<file path="src/rtl/dac_link_sequencer.sv">
module dac_link_sequencer #(
  parameter int CNT_W  = 8,
  parameter int DATA_W = 12
) (
  input  logic              clk,
  input  logic              rst_n,
  input  logic [CNT_W-1:0]  cfg_half,
  input  logic [CNT_W-1:0]  cfg_setup,
  input  logic [CNT_W-1:0]  cfg_hold,
  input  logic [CNT_W-1:0]  cfg_gap,
  input  logic              req_valid,
  output logic              req_ready,
  input  logic [1:0]        req_op,
  input  logic              req_speed,
  input  logic              req_power,
  input  logic [1:0]        req_ref,
  input  logic [DATA_W-1:0] req_a,
  input  logic [DATA_W-1:0] req_b,
  output logic              link_cs_n,
  output logic              link_sclk,
  output logic              link_sdo
);
  localparam int FRAME_W = DATA_W + 4;
  localparam int BIT_W   = $clog2(FRAME_W);
  localparam logic [BIT_W-1:0] LAST_BIT = BIT_W'(FRAME_W - 1);
  localparam logic [1:0] OP_CTRL = 2'd0, OP_A = 2'd1, OP_B = 2'd2, OP_BOTH = 2'd3;

  typedef enum logic [2:0] {S_IDLE, S_SETUP, S_LOW, S_HIGH, S_HOLD, S_GAP} state_t;

  state_t             state;
  logic [CNT_W-1:0]   cnt, lim;
  logic [FRAME_W-1:0] sr, pend_word, first_word, second_word;
  logic [BIT_W-1:0]   bitn;
  logic               pend, spd_q, pwr_q, cs_n_q, sclk_q;
  logic               nspd, npwr, done, accept;

  assign req_ready = (state == S_IDLE);
  assign accept    = req_valid && req_ready;
  assign link_cs_n = cs_n_q;
  assign link_sclk = sclk_q;
  assign link_sdo  = sr[FRAME_W-1];

  assign nspd = (req_op == OP_CTRL) ? req_speed : spd_q;
  assign npwr = (req_op == OP_CTRL) ? req_power : pwr_q;

  always_comb begin
    case (state)
      S_SETUP:       lim = cfg_setup;
      S_LOW, S_HIGH: lim = cfg_half;
      S_HOLD:        lim = cfg_hold;
      default:       lim = cfg_gap;
    endcase
  end
  assign done = ({1'b0, cnt} + (CNT_W+1)'(1)) >= {1'b0, lim};

  always_comb begin
    case (req_op)
      OP_CTRL: first_word = {1'b1, nspd, npwr, 1'b1, {(DATA_W-2){1'b0}}, req_ref};
      OP_A:    first_word = {1'b1, nspd, npwr, 1'b0, req_a};
      OP_B:    first_word = {1'b0, nspd, npwr, 1'b0, req_b};
      default: first_word = {1'b0, nspd, npwr, 1'b1, req_b};
    endcase
  end
  assign second_word = {1'b1, nspd, npwr, 1'b0, req_a};

  always_ff @(posedge clk or negedge rst_n) begin
    if (!rst_n) begin
      state     <= S_IDLE;
      cnt       <= '0;
      sr        <= '0;
      pend_word <= '0;
      pend      <= 1'b0;
      spd_q     <= 1'b0;
      pwr_q     <= 1'b0;
      cs_n_q    <= 1'b1;
      sclk_q    <= 1'b1;
      bitn      <= '0;
    end else begin
      if (state == S_IDLE || done) cnt <= '0;
      else                         cnt <= cnt + CNT_W'(1);
      case (state)
        S_IDLE: if (accept) begin
          spd_q     <= nspd;
          pwr_q     <= npwr;
          sr        <= first_word;
          pend      <= (req_op == OP_BOTH);
          pend_word <= second_word;
          cs_n_q    <= 1'b0;
          bitn      <= '0;
          state     <= S_SETUP;
        end
        S_SETUP: if (done) begin
          sclk_q <= 1'b0;
          state  <= S_LOW;
        end
        S_LOW: if (done) begin
          sclk_q <= 1'b1;
          sr     <= sr << 1;
          if (bitn == LAST_BIT) state <= S_HOLD;
          else begin
            bitn  <= bitn + BIT_W'(1);
            state <= S_HIGH;
          end
        end
        S_HIGH: if (done) begin
          sclk_q <= 1'b0;
          state  <= S_LOW;
        end
        S_HOLD: if (done) begin
          cs_n_q <= 1'b1;
          state  <= S_GAP;
        end
        default: if (done) begin
          if (pend) begin
            pend   <= 1'b0;
            sr     <= pend_word;
            cs_n_q <= 1'b0;
            bitn   <= '0;
            state  <= S_SETUP;
          end else state <= S_IDLE;
        end
      endcase
    end
  end

  assert_sclk_idle_high_R8: assert property (@(posedge clk) disable iff (!rst_n)
    link_cs_n |-> link_sclk);
  assert_frame_starts_high_R5: assert property (@(posedge clk) disable iff (!rst_n)
    $fell(link_cs_n) |-> link_sclk);
  assert_busy_while_framing_R9: assert property (@(posedge clk) disable iff (!rst_n)
    !link_cs_n |-> !req_ready);
  assert_accept_drops_ready_R9: assert property (@(posedge clk) disable iff (!rst_n)
    (req_valid && req_ready) |=> !req_ready);
  assert_sdo_moves_on_rise_R7: assert property (@(posedge clk) disable iff (!rst_n)
    (!link_cs_n && $past(!link_cs_n) && !$rose(link_sclk)) |-> $stable(link_sdo));
endmodule

</file>
<file path="config.mk">
export PLATFORM = sky130hd
export DESIGN_NAME = dac_link_sequencer
export DESIGN_NICKNAME = d
export VERILOG_FILES = /design/src/rtl/dac_link_sequencer.sv
export SDC_FILE = /design/constraint.sdc
export NUM_CORES = 1
export LEC_CHECK = 0
export BUFFER_PORTS_ARGS = -buffer_cell sky130_fd_sc_hd__buf_2
export CORE_MARGIN = 1.5
export CORE_UTILIZATION = 40
export DETAILED_ROUTE_END_ITERATION = 7
export PLACE_DENSITY = 0.69
export REMOVE_ABC_BUFFERS = 1
export SLEW_MARGIN = 5
export SYNTH_ARGS = -nofsm -noshare
export SYNTH_HDL_FRONTEND = slang
export SYNTH_SLANG_ARGS = --single-unit
</file>
<file path="constraint.sdc">
create_clock -name clk -period 8 [get_ports clk]
set_input_delay 0.8 -clock clk [delete_from_list [all_inputs] [get_ports clk]]
set_output_delay 0.8 -clock clk [all_outputs]
set_load 0.1 [all_outputs]
</file>
Yosys cells after proc, flatten, opt, wreduce, memory -nomap -nowiden
Index checks and enable logic that the tools add are counted.

storage, ports and cells
  flip-flop bits (word level) = 51
  input port bits = 65
  output and inout port bits = 4
  logic and storage cells = 83

cells by class
  add/sub/neg operators = 3
  order comparisons = 1
  equality and inequality tests = 13
  mux-type cells = 33
  bitwise operators = 3
  reductions and logical operators = 20

operators by type and width
  kind                                                              number
  16-bit one-hot mux with 3 select lines                            2
  16-bit two-way mux                                                4
  8-bit one-hot mux with 3 select lines                             1
  4-bit two-way mux                                                 5
  3-bit two-way mux                                                 6
  5-bit AND reduction                                               3
  3-bit one-hot mux with 4 select lines                             1
  4-bit one-hot mux with 3 select lines                             1
  8-bit by 1-bit adder with 9-bit output (second input constant)    1
  9-bit by 8-bit >= comparator with 1-bit output                    1
  1-bit two-way mux                                                 9
  8-bit by 1-bit adder with 8-bit output (second input constant)    1
  8-bit two-way mux                                                 1
  3-bit by 2-bit == test with 1-bit output (second input constant)  2
  2-bit != test (second input constant)                             3
  3-bit AND reduction                                               2
  6-bit AND reduction                                               1
  3-bit nonzero test                                                2
  3-bit OR reduction                                                2
  4-bit by 1-bit adder with 4-bit output (second input constant)    1
  2-bit == test (second input constant)                             2
  4-bit == test (second input constant)                             1
  2-bit by 1-bit != test with 1-bit output (second input constant)  2
  1-bit one-hot mux with 2 select lines                             2
  other kinds (13)                                                  17

Depth between registers and ports, before layout
Gate-level depths: netlist of the first run.

  word-level depth = 6
  mapped depth = 14

Worst setup path after synthesis of the first run
OpenSTA, ideal clock, no wires.

  path type = register -> register
  from = register state[0]
  to = register sr[10]
  setup time = 0.125 ns
  arrival time = 3.012 ns
  required time = 7.875 ns
  path slack = 4.863 ns
  cell stages (with the launch flop) = 14
  path buffers = 4
  period minus slack after synthesis = 3.137 ns
  cells stage by stage = dfrtp_1 > buf_1 > clkbuf_1 > o21ai_0 > a21oi_1 > a21oi_1 > ha_1 > a21o_1 > a221o_1 > a31oi_4 > a21boi_2 > buf_6 > buf_8 > mux2_4

on the way
  cells in the longest elaborated chain, start to end = 6

ends and longest elaborated chain
  item                                                                         RTL line  RTL
  start: declaration                                                           30        state_t state;
  start signal: assignment                                                     68        state <= S_IDLE;
  start signal: assignment                                                     90        state <= S_SETUP;
  start signal: assignment                                                     94        state <= S_LOW;
  3-bit by 2-bit == test with 1-bit output                                     47, 81
  2-bit OR reduction                                                           47        case (state)
  8-bit one-hot mux with 3 select lines                                        47
  9-bit by 8-bit >= comparator with 1-bit output                               54        assign done = ({1'b0, cnt} + (CNT_W+1)'(1)) >= {1'b0, lim};
  2-bit != test (no source line) / 2-bit nonzero test (equally long branches)  n/a
  5-bit AND reduction (no source line)                                         n/a
  end signal: assignment                                                       85        sr <= first_word;
  end signal: assignment                                                       98        sr <= sr << 1;
  end signal: assignment                                                       116       sr <= pend_word;
  end: declaration                                                             32        logic [FRAME_W-1:0] sr, pend_word, first_word, second_word;

Parallel ways exist; a longest one is shown, timed or not.
A chain may end at the register's enable or synchronous reset.

Worst setup path after layout of the first run
  from = register state[1]
  to = register sr[7]

The elaborated chain is that of the path after synthesis.

==> results by group, run 1 <==
Run status
  – Status: finished clean

GRT
  – Largest net degree at the start of global routing: 63
  – First-pass GRT wire length: 11,900 um
  – Total track usage: 16.9%
  – Vias in the first global route: 2,630
  – Initial antenna violation count: 0
  – Overflow after GRT: 0

Logic synthesis
  – Library cells used by synthesis: 51
  – Post-Synth Adder-Cell Area: 5.79%
  – Post-synth EDFFs: 0
  – Synth Area in Simple Gates: 14.2%
  – Yosys reg bits: 49
  – XOR/XNOR Fraction of Synth Area: 1.62%
  – Compound-Gate Fraction of Synth Area: 21.5%
  – Syn Area/Cell: 9.56 um^2
  – Warnings from Yosys: 0
  – Largest family of logic cells by synthesized area: compound AO/OA/AOI/OAI gates
  – Syn Inst Count: 339
  – Synth Flop Type: dfrtp_1
  – Mux cell area share after synthesis: 14.2%
  – Post-synth ARST share: 100%
  – Seq/Total Area, Yosys: 37.9%
  – Area of the mapped netlist: 0.00324 mm^2

Finish
  – Layout Cells excl Fill: 494
  – Commonest non-fill, non-tap cell in the layout: buf_2
  – Synthesis-to-finish area growth: 14.9%
  – Leading cell types in the layout, fill and taps excluded: buf_2 (68), dfrtp_1 (46), nand2_1 (38)
  – Nets: 471
  – Diode count: 0
  – Design area: 0.00372 mm^2
  – Layout cells sized above 1: 30.1%

Floorplan
  – Die area: 0.00865 mm^2
  – Die width: 93.0 um
  – Core area: 0.00777 mm^2
  – Die H: 93.0 um
  – Rows: 32
  – Num ports: 69
  – Initial Util: 41.7%

Clocking
  – Clock Latency Late Sink: 310 ps
  – Root Buffer: clkbuf_8
  – Post-CTS setup buffer count: 0
  – CTS sink cnt: 49
  – H-tree Lvls: 2
  – # hold bufs at CTS: 0
  – TritonCTS clock tree: done
  – Clock Pin Slew Worst Setup and Hold Paths: 90 ps
  – Longest Clk Path Bufs: 2
  – CTS buffer count: 5
  – Post-cts sizing count: 0

Routing
  – Detailed Route Iter0 Violations: 160
  – Post-route DRC: 0
  – WL/cell: 14.6 um
  – Vias/cell: 5.56
  – Final wirelength: 7220 um
  – DRT antenna net count: 0
  – Drt first pass iters: 4
  – Vias after detailed routing: 2,745

STA
  – Max-slew violation count: 0
  – Worst rel slew slack: 24.2%
  – Final worst-path cycle share: 55.8%
  – Setup ws final: 3530 ps
  – Clk_skew: 13.4 ps
  – RSZ-0062 raised after global routing: no
  – Setup TNS: 0 ps
  – Worst Tran Pin Value: 1130 ps
  – Fin crit period: 4470 ps
  – Fmax: 224 MHz
  – Setup violators final: 0
  – Fin. Hold Viols: 0

Worst setup path
  – CP Data Arrival Time: 4660 ps
  – Reg2reg path depth: 9
  – Worst setup EP type: flip-flop
  – Worst-path cell chain: nor2_1 -> mux2i_1 -> a21oi_1 -> ha_1 -> nor2b_1 -> o21ai_0 -> a41oi_1 -> a21boi_2 -> mux2_2
  – CP startpoint kind: flip-flop
  – Critical-path maximum fanout: 62
  – Slowest stage delay, CP: 980 ps
  – Flop2flop setup slack: 3530 ps
  – Origin of the critical flop-to-flop path: state[1]
  – Slowest stage cell, crit path: a21boi_2
  – CP startpoint: state[1]
  – Worst Path Required: 8190 ps
  – Kind of critical path: flip-flop to flip-flop

Place
  – Post-DP Area: 0.00360 mm^2
  – HPWL after DPL: 5160 um
  – Final RePlAce weighted congestion: 0.808
  – Setup WS pre-CTS: 3560 ps
  – Placed insts: 486
  – IO Port Bufs: 68

Worst hold path
  – Hold path start: pend_word[15]
  – Hold Path Stages: 1
  – Hold Path Class: flip-flop to flip-flop

Pwr
  – Total Power: 1230 uW
  – P per Cell Area: 330 mW/mm^2
  – Max IR drop VDD: 0.200 mV
  – Leakage power total: 0.00170 uW

Job
  – Max-cap viol count: 0
-- metal layers --
| layer | up-vias | global-route usage, % | part of all wire (%) |
|---|---|---|---|
| met5 | - | 0 | 0 |
| met2 | 78 | 27.3 | 45 |
| met4 | 0 | 5.43 | 1.1 |
| met3 | 8 | 2.76 | 5.2 |
| li1 | 1349 | - | - |
| met1 | 1310 | 23.2 | 48 |
-- kinds of logic (layout without fill, tap and decap cells) --
| logic type | after synthesis | in the layout |
|---|---|---|
| multiplexers | 40 | 40 |
| XOR/XNOR | 6 | 6 |
| buffers and inverters | 33 | 86 |
| flip-flops | 49 | 49 |
| AND/OR/NAND/NOR | 93 | 93 |
| AO/OA/AOI/OAI | 103 | 103 |
| adder cells (fa/ha/maj) | 15 | 15 |
-- synthesized netlist by cell type (4+ instances only) --
| cell type | n | share of area, % |
|---|---|---|
| a21o_1 | 4 | 0.93 |
| a21oi_1 | 26 | 4.0 |
| a221oi_1 | 10 | 2.7 |
| a22oi_1 | 6 | 1.4 |
| and3_1 | 10 | 1.9 |
| buf_1 | 5 | 0.58 |
| buf_2 | 4 | 0.62 |
| clkbuf_1 | 13 | 1.5 |
| dfrtp_1 | 47 | 36 |
| ha_1 | 15 | 5.8 |
| inv_1 | 6 | 0.69 |
| mux2_2 | 23 | 8.0 |
| mux2_4 | 6 | 2.8 |
| mux2i_1 | 11 | 3.4 |
| nand2_1 | 38 | 4.4 |
| nand3_1 | 8 | 1.2 |
| nand4_1 | 4 | 0.77 |
| nor2_1 | 10 | 1.2 |
| nor2b_1 | 15 | 2.9 |
| o21ai_0 | 23 | 3.6 |
| o31ai_1 | 10 | 2.3 |
| xnor2_1 | 5 | 1.4 |
-- final cells by class --
class                           instances  area (um^2)
Fill cell                             765         4040
Clock buffer                            6         82.6
Timing Repair Buffer                   71          363
Clock inverter                          2         37.5
Tap cell                              102          128
Multi-Input combinational cell        257         1860
Inverter                                7         26.3
Sequential cell                        49         1230
-- flip-flops by register name, summed over array words and instances, names as in the netlist --
signal     flops
cnt            8
pend_word     15
link_sclk      1
sr            16
bitn           4
state          3
link_cs_n      1
pend           1
-- per-stage QoR --
step	utilization (%)	hold WS (ps)
6_report	47.9	475
5_1_grt	47.9	501
2_1_floorplan	-	439
3_5_place_dp	46.4	453
4_1_cts	47.9	474
3_3_place_gp	46.4	454
-- critical path, delay by kind of cell, from the launching register on --
kind                       cells  cell delay (ps)
muxes                          2              720
and+or+nand+nor                2              820
DFF                            1              770
adders and majority gates      1              290
AOI/OAI and AO/OA              4             1740
-- path summary, 6_finish.rpt --
| path | end |
|---|---|
| min | pend_word[15] |
| min in group asynchronous | pend_word[8] |
| max | sr[7] |
| max in group asynchronous | state[1] |
| min reg2reg | pend_word[15] |
| max reg2reg | sr[7] |
-- power by group --
part / total (uW) / switching [uW] / internal, uW / leakage [uW]
clock: 187 / 85.2 / 102 / 0.0000574
combinational: 584 / 314 / 270 / 0.00105
sequential: 459 / 98.9 / 360 / 0.000594
total: 1230 / 498 / 732 / 0.00170
Power figures use the tool's default switching activity.
==> run 2, diff against run 1 <==
- ABC_AREA: default -> 1
- PLACE_DENSITY: 0.69 -> 0.71
- clock period: 8 -> 3.9 ns (I/O delays scaled with it)
==> run 2 against run 1 <==
  * Flip-flop and latch count stayed put
  * Worst setup slack worse by 3100 ps
  * Total power grew 100%
  * Clock skew is 5.3 ps lower
  * Sequential power rose by 78%
  * Largest cell class unchanged
  * Final cell count is 20% higher
  * Critical path depth grew 11
  * Core utilization grew 0.35 points
  * Largest power group unchanged
==> results by group, run 2 <==
Logic synthesis
  – Post-Synth Adder-Cell Area: 6.15%
  – Synth top area share: 38.5%
  – Post-synth top cells: nand2_1 (155), o21ai_0 (50), dfrtp_1 (47), inv_1 (41), nand3_1 (27)
  – Synth area leader: dfrtp_1
  – Count leader, synth: nand2_1
  – Post-synth ARST share: 100%
  – Largest family of logic cells by synthesized area: simple AND/OR/NAND/NOR gates
  – Warnings from Yosys: 0
  – Syn Inst Count: 429
  – Seq/Total Area, Yosys: 40.2%
  – Compound-Gate Fraction of Synth Area: 14.3%
  – Post-synth EDFFs: 0
  – Synth Flop Type: dfrtp_1
  – Mux cell area share after synthesis: 0%
  – Synth Area in Simple Gates: 30.2%
  – Area of the mapped netlist: 0.00305 mm^2
  – Syn Area/Cell: 7.12 um^2
  – Largest cells by area after synthesis: dfrtp_1 (39%), nand2_1 (19%), o21ai_0 (8.2%)
  – Library cells used by synthesis: 32
  – XOR/XNOR Fraction of Synth Area: 0.861%
  – Yosys reg bits: 49

Routing
  – Drt first pass iters: 4
  – DRT antenna net count: 0
  – Vias after detailed routing: 2,918
  – Vias/cell: 4.93
  – Post-route DRC: 0
  – Final wirelength: 7300 um
  – Detailed Route Iter0 Violations: 155
  – WL/cell: 12.3 um

Floorplan
  – Die area: 0.00817 mm^2
  – Initial Util: 41.6%
  – Die H: 90.4 um
  – Die width: 90.4 um
  – Num ports: 69
  – Rows: 31
  – Core area: 0.00733 mm^2

Clocking
  – Longest Clk Path Bufs: 2
  – H-tree Lvls: 2
  – CTS buffer count: 5
  – Clock Latency Late Sink: 300 ps
  – Post-CTS setup buffer count: 0
  – Clock Pin Slew Worst Setup and Hold Paths: 90 ps
  – Post-cts sizing count: 0
  – Root Buffer: clkbuf_8
  – CTS sink cnt: 49
  – # hold bufs at CTS: 0
  – TritonCTS clock tree: done

GRT
  – Overflow after GRT: 0
  – Met1 Track Usage GR: 23.1%
  – Grt met3 use: 5.13%
  – Grt peak-use layer: met2
  – Total track usage: 19.0%
  – First-pass GRT wire length: 12,700 um
  – Vias in the first global route: 2,857
  – Met2 Resource Use GR: 33.5%
  – Largest net degree at the start of global routing: 50
  – Initial antenna violation count: 0

Finish
  – Diode count: 0
  – Max reg flops: 16
  – Leading cell types in the layout, fill and taps excluded: nand2_1 (155), buf_2 (68), o21ai_0 (50)
  – Register name with the most flops: sr
  – Layout cells sized above 1: 19.5%
  – Largest registers: sr x16, pend_word x15, cnt x8
  – Commonest non-fill, non-tap cell in the layout: nand2_1
  – Synthesis-to-finish area growth: 15.9%
  – Nets: 572

Place
  – IO Port Bufs: 68
  – Setup WS pre-CTS: 424 ps
  – Final RePlAce weighted congestion: 0.866
  – HPWL after DPL: 5400 um

Pwr
  – P per Cell Area: 711 mW/mm^2
  – Max IR drop VDD: 0.472 mV
  – Leakage power total: 0.00192 uW

STA
  – Fmax: 287 MHz
  – Worst Tran Pin Value: 629 ps
  – Setup violators final: 0
  – Fin. Hold Viols: 0
  – Clk_skew: 8.09 ps
  – Worst rel slew slack: 58.1%
  – Max-slew violation count: 0
  – Setup ws final: 421 ps
  – Final worst-path cycle share: 89.2%
  – Hold Slack: 186 ps
  – Fin crit period: 3480 ps
  – RSZ-0062 raised after global routing: no
  – Setup TNS: 0 ps

Worst setup path
  – Flop2flop setup slack: 420 ps
  – Worst Path Required: 4090 ps
  – Kind of critical path: flip-flop to flip-flop
  – Critical-path maximum fanout: 21
  – CP startpoint kind: flip-flop
  – Worst setup EP type: flip-flop
  – CP Data Arrival Time: 3670 ps

Run status
  – Status: finished clean

Job
  – Max-cap viol count: 0

Worst hold path
  – Hold Path Class: primary input to asynchronous set/reset pin
==> run 2: logic make-up after synthesis <==
kind of cell / after synthesis
flops: 49
xor+xnor: 3
buf+inv: 62
compound gates: 78
simple gates: 222
fa+ha+maj: 15
==> run 2: per-stage QoR <==
step,utilization [%],instance area [um^2],power (uW),instances
2_1_floorplan,-,2980,1870,415
3_3_place_gp,47.2,3460,2200,584
3_5_place_dp,47.2,3460,2240,584
4_1_cts,48.3,3540,2540,592
5_1_grt,48.3,3540,2770,592
6_report,48.3,3540,2520,592
==> run 2: worst paths after layout <==
| path | start | end | cells after the start |
|---|---|---|---|
| worst max-delay path | state[1] | sr[1] | 20 |
| worst min-delay path | rst_n | pend | 2 |
| worst max register to register | state[1] | sr[1] | 20 |
| worst min register to register | link_cs_n | link_cs_n | 2 |
| max in group asynchronous | rst_n | bitn[1] | 2 |
| min in group clk | req_a[5] | pend_word[5] | 3 |
==> run 2: area by class of cell <==
class | count | area, um^2
Inverter | 48 | 180
Clock inverter | 1 | 5.00
Sequential cell | 49 | 1230
Multi-Input combinational cell | 318 | 1570
Tap cell | 99 | 124
Fill cell | 749 | 3790
Timing Repair Buffer | 70 | 355
Clock buffer | 7 | 76.3
==> run 2: routing by layer <==
layer | vias up | routed length [um]
li1 | 1505 | -
met1 | 1311 | 3300
met2 | 100 | 3440
met3 | 2 | 545
met4 | 0 | 10
met5 | - | 0
==> run 2: power breakdown <==
| group | switching (uW) | internal [uW] | leakage (uW) |
|---|---|---|---|
| clock network | 168 | 126 | 0.0000422 |
| registers | 125 | 693 | 0.000629 |
| logic | 984 | 420 | 0.00125 |
| total | 1280 | 1240 | 0.00192 |
==> run 2: worst max-delay path, stage by stage (launching register included) <==
cell and delay (ps):
dfrtp_1 500, nor2_1 340, nor2_1 120, nor2_2 340
inv_2 110, o21ai_0 250, ha_1 280, nand2_1 60
inv_1 40, nand3_1 70, nand3_1 70, nand2_1 60
nand2_1 40, nand2_1 80, nand2_2 90, nand2_1 90
nand2_2 140, nand2_2 360, inv_2 190, nand2_1 100
nand2_1 40
==> run 3, diff against run 2 <==
- GPL_TIMING_DRIVEN: default -> 0
==> run 3 against run 2 <==
  * Global-route usage fell by 0.63 points
  * Critical path type unchanged
  * First-iteration DRC count fell by 2.6%
  * Worst setup slack got worse by 9.4 ps
  * Sequential power barely moved
  * Largest cell class unchanged
  * Highest routed layer unchanged
==> results by group, run 3 (synthesis results as in run 2) <==
GRT
  – Initial antenna violation count: 0
  – Overflow after GRT: 0
  – Largest net degree at the start of global routing: 50
  – First-pass GRT wire length: 12,300 um
  – Vias in the first global route: 2,784
  – Total track usage: 18.4%

Finish
  – Register name with the most flops: sr
  – Leading cell types in the layout, fill and taps excluded: nand2_1 (155), buf_2 (68), o21ai_0 (50)
  – Synthesis-to-finish area growth: 16.2%
  – Largest registers: sr x16, pend_word x15, cnt x8
  – Diode count: 0
  – Max reg flops: 16
  – Commonest non-fill, non-tap cell in the layout: nand2_1
  – Layout cells sized above 1: 19.6%
  – Nets: 570

Pwr
  – Switch share: 50.6%
  – Clk pwr share: 12.1%
  – Pint: 1260 uW
  – Switching Power: 1290 uW
  – Leakage power total: 0.00192 uW
  – P per Cell Area: 718 mW/mm^2
  – Part of the power in registers: 32.1%
  – Logic pwr share: 55.8%
  – Max IR drop VDD: 0.390 mV

Clocking
  – Clock Pin Slew Worst Setup and Hold Paths: 80 ps
  – TritonCTS clock tree: done
  – Longest Clk Path Bufs: 2
  – H-tree Lvls: 2
  – Clock Latency Late Sink: 300 ps
  – # hold bufs at CTS: 0
  – CTS sink cnt: 49
  – CTS buffer count: 5
  – Root Buffer: clkbuf_8

Place
  – Final RePlAce weighted congestion: 0.843
  – Setup WS pre-CTS: -238 ps
  – IO Port Bufs: 68
  – HPWL after DPL: 5360 um

Routing
  – Met2 wire length: 3450 um
  – Vias after detailed routing: 2,917
  – Top Layer Used: met4
  – WL/cell: 12.5 um
  – Drt first pass iters: 4
  – Vias/cell: 4.94
  – M1 wire length: 3390 um
  – Post-route DRC: 0
  – DRT antenna net count: 0
  – Detailed Route Iter0 Violations: 151
  – Final wirelength: 7400 um
  – WL met3: 461 um

Worst setup path
  – Critical-path maximum fanout: 21
  – Origin of the critical flop-to-flop path: state[1]
  – Most common cell on crit path: nand2_1
  – Worst setup endpoint: sr[6]
  – Crit path max-delay family: simple AND/OR/NAND/NOR gates
  – Worst-path cell chain: nor2_2 -> inv_2 -> nor2_4 -> nor2_2 -> inv_2 -> nor2_1 -> a31oi_1 -> ha_1 -> inv_1 -> nand2_1 -> nand3_1 -> nand3_1 -> nand2_1 -> nand2_1 -> nand2_1 -> nand2_2 -> nand2_1 -> nand2_2 -> nand2_4 -> inv_2 -> nand2_1 -> nand2_1
  – Buf/Inv on CP: 4
  – Worst Path Required: 4090 ps
  – Slowest stage cell, crit path: dfrtp_1
  – CP startpoint kind: flip-flop
  – Slowest stage delay, CP: 520 ps
  – Kind of critical path: flip-flop to flip-flop
  – Reg2reg path depth: 22
  – R2R Path End: sr[6]
  – Worst setup EP type: flip-flop
  – Levels on crit path: 22
  – Flop2flop setup slack: 410 ps
  – CP Data Arrival Time: 3680 ps
  – CP startpoint: state[1]

STA
  – Fin. Hold Viols: 0
  – Max-slew violation count: 0
  – Fin crit period: 3490 ps
  – Worst rel slew slack: 26.2%
  – Setup violators final: 0
  – Fmax: 287 MHz
  – RSZ-0062 raised after global routing: no
  – Clk_skew: 6.85 ps
  – Final worst-path cycle share: 89.4%
  – Hold Slack: 296 ps
  – Worst Tran Pin Value: 1110 ps
  – Setup ws final: 412 ps

Job
  – Max-cap viol count: 0

Run status
  – Status: finished clean

Worst hold path
  – Hold Path Class: primary input to asynchronous set/reset pin

Floorplan
  – Core area: 0.00733 mm^2
  – Die H: 90.4 um
  – Die area: 0.00817 mm^2
  – Initial Util: 41.6%
  – Die width: 90.4 um
  – Num ports: 69
  – Rows: 31
run 3: changes by cell type in the layout (fill, tap and decap cells not counted), sizes merged:
cell,delta
clkbuf,+1
buf,-2
clkinv,-1
run 3: cell type report:
type,instances,area (um^2)
fill,746,3780
multi-input combinational,318,1590
sequential,49,1230
timing repair buffer,68,340
inverter,48,180
tap,99,124
clock buffer,8,90.1
run 3: per-layer routing:
| layer | vias to the layer above | GRT usage, % |
|---|---|---|
| met5 | - | 0 |
| met4 | 0 | 5.03 |
| met3 | 9 | 4.04 |
| met2 | 90 | 32.5 |
| met1 | 1315 | 22.5 |
| li1 | 1503 | - |
run 3: power by group through the flow:
| stage | Combinational [uW] | Sequential (uW) | Clock [uW] |
|---|---|---|---|
| final | 1420 | 819 | 309 |
| after global routing | 1610 | 842 | 334 |
| after detailed placement | 1410 | 825 | 0 |
| after global placement | 1380 | 816 | 0 |
| after CTS | 1420 | 818 | 315 |
| after floorplan | 976 | 896 | 0 |
run 3: how the worst min path moves through the flow:
stage | slack (ps) | to | depth (start not counted) | startpoint
after floorplan | 90 | bitn[0] | 0 | rst_n
after global placement | 450 | link_cs_n | 2 | link_cs_n
after detailed placement | 460 | link_cs_n | 2 | link_cs_n
after CTS | 340 | cnt[0] | 1 | rst_n
after global routing | 350 | pend_word[5] | 3 | req_a[5]
final | 300 | cnt[0] | 1 | rst_n
run 3: metrics by stage:
| stage | cells | instance area [um^2] | TNS [ps] | total power, uW | utilization (%) |
|---|---|---|---|---|---|
| after floorplan | 415 | 2980 | 0 | 1870 | - |
| after global placement | 582 | 3440 | -2050 | 2190 | 47.0 |
| after detailed placement | 582 | 3440 | -2710 | 2230 | 47.0 |
| after CTS | 590 | 3540 | 0 | 2550 | 48.3 |
| after global routing | 590 | 3550 | 0 | 2790 | 48.4 |
| final | 590 | 3550 | 0 | 2550 | 48.4 |
run 3: timing repair:
item,in CTS,in global routing
buffers inserted,0,0
setup endpoints to repair,16,16
resized for setup,2,2
pin swaps,0,0
